<file path="src/rtl/smr_pkg.sv">
package smr_pkg;
   typedef enum logic {
      SLOPE_FAST = 1'b0,
      SLOPE_SLOW = 1'b1
   } slope_e;
endpackage

</file>
<file path="src/rtl/smr_tick.sv">
module smr_tick
   import smr_pkg::*;
#(
   parameter int FAST_DIV = 8,
   parameter int SLOW_DIV = 112
) (
   input  logic   clk,
   input  logic   rst_n,
   input  slope_e slope,
   output logic   tick
);
   localparam int CNT_W = $clog2(SLOW_DIV + 1);

   generate
      if (FAST_DIV < 2) begin : g_bad_fast
         $error("FAST_DIV must be at least 2");
      end
      if (SLOW_DIV <= FAST_DIV) begin : g_bad_ratio
         $error("SLOW_DIV must exceed FAST_DIV");
      end
   endgenerate

   logic [CNT_W-1:0] cnt_q;
   logic [CNT_W-1:0] last_cnt;

   always_comb begin
      if (slope == SLOPE_SLOW) last_cnt = CNT_W'(SLOW_DIV - 1);
      else                     last_cnt = CNT_W'(FAST_DIV - 1);
   end

   assign tick = (cnt_q >= last_cnt);

   always_ff @(posedge clk or negedge rst_n) begin
      if (!rst_n)    cnt_q <= '0;
      else if (tick) cnt_q <= '0;
      else           cnt_q <= cnt_q + CNT_W'(1);
   end

   // two ticks are never adjacent, since every period is at least 2
   p_tick_spacing_r4: assert property (@(posedge clk) disable iff (!rst_n)
      tick |=> !tick);
endmodule

</file>
<file path="src/rtl/smr_ramp.sv">
module smr_ramp #(
   parameter int ATT_W = 7,
   parameter int DEPTH = 60
) (
   input  logic             clk,
   input  logic             rst_n,
   input  logic             tick,
   input  logic             req,
   output logic [ATT_W-1:0] lvl
);
   localparam logic [ATT_W-1:0] TOP = ATT_W'(DEPTH);

   generate
      if (DEPTH >= (1 << ATT_W) || DEPTH < 1) begin : g_bad_depth
         $error("DEPTH does not fit ATT_W");
      end
   endgenerate

   logic [ATT_W-1:0] lvl_q;
   logic             go_up;
   logic             go_down;

   assign go_up   = tick && req  && (lvl_q < TOP);
   assign go_down = tick && !req && (lvl_q != '0);

   always_ff @(posedge clk or negedge rst_n) begin
      if (!rst_n)       lvl_q <= '0;
      else if (go_up)   lvl_q <= lvl_q + ATT_W'(1);
      else if (go_down) lvl_q <= lvl_q - ATT_W'(1);
   end

   assign lvl = lvl_q;

   p_cap_r3: assert property (@(posedge clk) disable iff (!rst_n)
      lvl_q <= TOP);
   p_only_on_tick_r4: assert property (@(posedge clk) disable iff (!rst_n)
      !$past(tick) |-> $stable(lvl_q));
   p_unit_step_r4: assert property (@(posedge clk) disable iff (!rst_n)
      !$stable(lvl_q) |-> (lvl_q == $past(lvl_q) + ATT_W'(1)) || (lvl_q + ATT_W'(1) == $past(lvl_q)));
   p_rise_on_request_r1: assert property (@(posedge clk) disable iff (!rst_n)
      $past(req) |-> lvl_q >= $past(lvl_q));
   p_fall_on_release_r5: assert property (@(posedge clk) disable iff (!rst_n)
      !$past(req) |-> lvl_q <= $past(lvl_q));
endmodule

</file>
<file path="src/rtl/smr_status.sv">
module smr_status #(
   parameter bit REG_STATUS = 1'b1
) (
   input  logic clk,
   input  logic rst_n,
   input  logic req,
   output logic status
);
   generate
      if (REG_STATUS) begin : g_reg
         logic st_q;
         always_ff @(posedge clk or negedge rst_n) begin
            if (!rst_n) st_q <= 1'b0;
            else        st_q <= req;
         end
         assign status = st_q;
      end else begin : g_comb
         assign status = req;
      end
   endgenerate
endmodule

</file>
<file path="src/rtl/softmute_ramp.sv">
module softmute_ramp
   import smr_pkg::*;
#(
   parameter int ATT_W        = 7,
   parameter int SOFT_DEPTH   = 60,
   parameter int DIRECT_DEPTH = 100,
   parameter int FAST_DIV     = 8,
   parameter int SLOW_DIV     = 112
) (
   input  logic             clk,
   input  logic             rst_n,
   input  logic             cfg_soft_en,
   input  logic             cfg_slow,
   input  logic             cfg_direct,
   input  logic             ext_mute_n,
   output logic [ATT_W-1:0] att_db,
   output logic             soft_status
);
   localparam logic [ATT_W-1:0] FULL = ATT_W'(DIRECT_DEPTH);
   localparam logic [ATT_W-1:0] SOFT = ATT_W'(SOFT_DEPTH);

   generate
      if (DIRECT_DEPTH >= (1 << ATT_W) || DIRECT_DEPTH < SOFT_DEPTH) begin : g_bad_direct
         $error("DIRECT_DEPTH must fit ATT_W and be at least SOFT_DEPTH");
      end
   endgenerate

   logic             req;
   logic             tick;
   logic [ATT_W-1:0] lvl;
   slope_e           slope;

   assign req   = cfg_soft_en || !ext_mute_n;
   assign slope = slope_e'(cfg_slow);

   smr_tick #(.FAST_DIV(FAST_DIV), .SLOW_DIV(SLOW_DIV)) u_tick (
      .clk(clk), .rst_n(rst_n), .slope(slope), .tick(tick));

   smr_ramp #(.ATT_W(ATT_W), .DEPTH(SOFT_DEPTH)) u_ramp (
      .clk(clk), .rst_n(rst_n), .tick(tick), .req(req), .lvl(lvl));

   smr_status #(.REG_STATUS(1'b1)) u_status (
      .clk(clk), .rst_n(rst_n), .req(req), .status(soft_status));

   assign att_db = cfg_direct ? FULL : lvl;

   p_status_follows_r2: assert property (@(posedge clk) disable iff (!rst_n)
      $past(rst_n) |-> soft_status == $past(cfg_soft_en || !ext_mute_n));
   p_ext_forces_r8: assert property (@(posedge clk) disable iff (!rst_n)
      ($past(rst_n) && !$past(ext_mute_n)) |-> soft_status);
   p_direct_depth_r7: assert property (@(posedge clk) disable iff (!rst_n)
      cfg_direct |-> att_db == FULL);
   p_soft_bound_r3: assert property (@(posedge clk) disable iff (!rst_n)
      !cfg_direct |-> att_db <= SOFT);
endmodule

</file>
<file path="config.mk">
export PLATFORM = sky130hd
export DESIGN_NAME = softmute_ramp
export DESIGN_NICKNAME = d
export VERILOG_FILES = /design/src/rtl/smr_pkg.sv /design/src/rtl/smr_tick.sv /design/src/rtl/smr_ramp.sv /design/src/rtl/smr_status.sv /design/src/rtl/softmute_ramp.sv
export SDC_FILE = /design/constraint.sdc
export NUM_CORES = 1
export LEC_CHECK = 0
export CORE_MARGIN = 2
export CORE_UTILIZATION = 57
export DETAILED_ROUTE_END_ITERATION = 6
export GPL_TIMING_DRIVEN = 0
export PLACE_DENSITY = 0.83
export SLEW_MARGIN = 20
export SYNTH_ARGS = -nofsm -noshare
export SYNTH_HDL_FRONTEND = slang
export SYNTH_SLANG_ARGS = --single-unit
</file>
<file path="constraint.sdc">
create_clock -name clk -period 4.97 [get_ports clk]
set_clock_uncertainty 0.05 [all_clocks]
set_input_delay 1.2425 -clock clk [delete_from_list [all_inputs] [get_ports clk]]
set_output_delay 1.2425 -clock clk [all_outputs]
set_load 0.1 [all_outputs]
</file>
== Word-level counts from Yosys, hierarchy flattened ==
Index checks and enable logic that the tools add are counted.
Operators by class
  add/sub/neg operators: 3
  magnitude comparators: 2
  muxes and demuxes: 5
  reduce and logical (&&, ||, !) cells: 9
Operators by type and width (count)
  7-bit 2-to-1 mux: 5
  7-bit by 1-bit adder with 7-bit output, second input constant: 2
  7-bit >= comparator: 1
  7-bit by 6-bit less-than comparator with 1-bit output, second input constant: 1
  7-bit nonzero test: 1
  7-bit by 1-bit subtractor with 7-bit output, second input constant: 1
  1-bit logical AND: 4
  1-bit zero test: 2
  2-bit nonzero test: 1
  1-bit logical OR: 1
Storage, ports and cells
  flip-flop bits (word level): 15
  word-level logic and storage cells: 22

== Depth between registers and ports, before layout ==
  depth in word-level cells: 7
  mapped depth: 13
  gate-level depth less buffers: 12

== Modules after synthesis ==
From an unflattened synthesis, not the netlist that was laid out.
Unflattened totals
  cell total of the unflattened synthesis: 107
  area, all modules: 1082.3 um2
Modules (own cells, without submodules)
  smr_ramp: instances 1, cells an instance 51, area each 568.0 um2, seq. area each 175.2 um2
  smr_tick: instances 1, cells an instance 47, area each 439.2 um2, seq. area each 175.2 um2
  softmute_ramp: instances 1, cells an instance 8, area each 50.0 um2, seq. area each 0.0 um2
  smr_status: instances 1, cells an instance 1, area each 25.0 um2, seq. area each 25.0 um2

== Worst setup path before layout ==
Ideal clock, no wire load.
  kind: input to output
  start point: input port cfg_direct
  end point: output port att_db[0]
  arrival: 2.578 ns
  required time: 3.678 ns
  setup slack: 1.100 ns
  stages: 1
  buffers on the path: 0
  path through: nor2b_1
Between the ends
  longest elaborated chain between the ends: 1
RTL lines
  start, declared: line softmute_ramp.sv:14  | input logic cfg_direct,
  7-bit 2-to-1 mux: line softmute_ramp.sv:45  | assign att_db = cfg_direct ? FULL : lvl;
  end, declared: line softmute_ramp.sv:16  | output logic [ATT_W-1:0] att_db,
No other way between the ends.

== Worst setup path after layout ==
  start point: input port cfg_direct
  end point: output port att_db[2]
The elaborated chain is that of the path after synthesis.

==> metrics <==
Slowest-stage cell, CP clkdlybuf4s50_1; Crit Path Category in2out; sequential-to-total area share from yosys stat 37.97%; Post-synth EDFFs 0; Final period util 88.44%; Static Leak 0.0005237 uW; fin cells 133; status finished, final reports clean; final critical-path required period 4.395 ns; crit end category output port; Core ar. 1670 sq um; Synth area leaders dfrtp_1 38%, ha_1 11%, mux2_4 7.6%; Avg WL per Cell 14.05 um; Hold-fix buffers, CTS 0; Ports 14; CTS tree built; Placer Congestion between 0.7 and 0.8; Slew @ Worst Pin 0.9734 ns; clock slew at reported path FFs 0.09 ns; CTS HTree Levels 1; drt drc 0; cell row count 15; Worst Hold Class reg2reg; Die ar. 2083 sq um; post-route ant nets 0; post-synth top area cell dfrtp_1; crit path max fanout 7; maximum vdd drop 0.3757 mV; DR vias about 750; drt pass-1 iters 3; Warnings, synthesis 0; CP dominant cell by count clkdlybuf4s50_1; crit-path cells clkdlybuf4s50_1, or2_2, clkdlybuf4s50_1; post-route cell area 1166 sq um; Die X approximately 46 um; Place WS 0.3803 ns; layout cells sized above 1 11.21%; FFs w/ async S/R, synth 100.0%; Clk Latency, worst-skew pair 0.29 ns; final WL 1869 um; Max clock buf depth 2; CTS Root Cell clkbuf_4; setup bufs post-CTS 0; unrepaired setup endpoints after global routing no; total negative slack 0 ns; placed cell count about 130; Mapped Cells 99; DRT iter0 DRCs 2; largest net degree at the start of global routing 16; GRT overflow 0; slew margin rel. a little over a third; Syn Std Cell Area 988.4 sq um; Max Cap Viol 0; via count of the first global-routing pass 721; number of synthesized register bits 15; net count after synthesis between 100 and 150; CP startpoint cfg_direct; top post-synthesis cells by count 15 x dfrtp_1, 11 x nor2_1, 9 x ha_1; post-synthesis average cell area 9.984 sq um; I/O Buffers 13; Worst EP required approximately 3.7 ns; die height 45.64 um; Synth cell types 29; slowest cell delay on critical path 1.12 ns; initial antenna violation count 0; Worst R2R Start u_tick.cnt_q[5]$_DFF_PN0_; pwr dens 694.0 nW/um^2; Max Fclk 227.5 MHz; TritonCTS Buffers 3; area grow syn2layout 17.97%; first-pass GRT wire length 3008 um; vias per inst between 5 and 6; Total Routing Usage GR 20.15%; worst hold start u_tick.cnt_q[0]$_DFF_PN0_; most numerous cell in the Yosys netlist dfrtp_1; setup violators final 0; clk sinks 15; Slew Viols, Final 0; Primary FF master, synth dfrtp_1; Setup WS post-layout around 0.57 ns; Post-Place Cell Area about 1100 sq um; nets 133; final hold viol count 0; Post-CTS Resized 0; post-detail-place hpwl 1520 um; Initial Util 59.18%; crit start category input port; Synth top area share 37.97%; ANT cells 0; CP arrival around 3.1 ns
==> placed cells by master (no fill, tap or decap), drive strengths merged, types with 2 or more instances in the layout <==
master | synthesis | routed
dfrtp | 15 | 15
clkdlybuf4s50 | 0 | 13
nor2 | 11 | 11
ha | 9 | 9
a21oi | 6 | 6
nand3 | 6 | 6
xor2 | 6 | 6
nor2b | 5 | 5
mux2 | 5 | 5
clkbuf | 1 | 5
nor3 | 4 | 4
xnor2 | 4 | 4
nand2 | 3 | 3
inv | 3 | 3
or2 | 3 | 3
nand4 | 2 | 2
o21ai | 2 | 2
a21o | 2 | 2
or4 | 2 | 2
==> flip-flops by register name (all words and copies together) (netlist names) <==
name and cells:
u_ramp.lvl 7, u_tick.cnt_q 7, u_status.status 1
==> path summary, 6_finish.rpt <==
kind                                                  end  slack [ns]  depth (start not counted)
worst max-delay path                            att_db[2]        0.57                          3
worst min-delay path            u_tick.cnt_q[0]$_DFF_PN0_        0.47                          1
worst max register to register  u_ramp.lvl[6]$_DFFE_PN0P_        1.73                         12
worst min register to register  u_tick.cnt_q[0]$_DFF_PN0_        0.47                          1
max in group asynchronous       u_status.status$_DFF_PN0_        3.15                          1
min in group asynchronous       u_tick.cnt_q[3]$_DFF_PN0_        1.30                          1
==> power breakdown <==
part | total, uW | switching, uW | internal, uW
Combinational | 496 | 287 | 209
Sequential | 242 | 67.3 | 175
Clock | 70.6 | 39.3 | 31.2
Total | 809 | 394 | 415
==> worst max-delay path, delay by kind of cell <==
family                 cells  cell delay (ns)
buffers and inverters      2             1.71
AND/OR/NAND/NOR            1             0.15
==> layer usage <==
layer,up-vias,routed length (um),track usage (%)
met5,-,0,0
met4,0,46,10.59
met3,5,24,1.190
li1,381,-,-
met1,355,767,21.53
met2,7,1030,38.59
==> layout make-up <==
cell class	count	area, sq um
timing repair buffer	13	130.1
fill	127	504.2
multi-input combinational	79	586.8
tap	17	21.27
sequential	15	375.4
buffer	2	15.01
inverter	3	11.26
clock buffer	4	26.28
==> stage by stage <==
stage | utilization [%] | hold WS [ns] | total power, uW
global placement | 68.24 | 0.4472 | 713.8
global route | 69.81 | 0.4775 | 869.2
finish | 69.81 | 0.4670 | 809.3
floorplan | - | 0.4258 | 637.6
detailed placement | 68.24 | 0.4551 | 745.5
CTS | 69.81 | 0.4670 | 815.8
==> kinds of logic after synthesis <==
logic type / Yosys count / synth area share, %
fa+ha+maj: 10 / 13.42
buf+inv: 5 / 2.658
flops: 15 / 37.97
simple gates: 39 / 20.25
mux: 5 / 7.595
xor+xnor: 10 / 8.860
compound gates: 15 / 9.242
No activity file was read; power rests on OpenSTA's default activity.
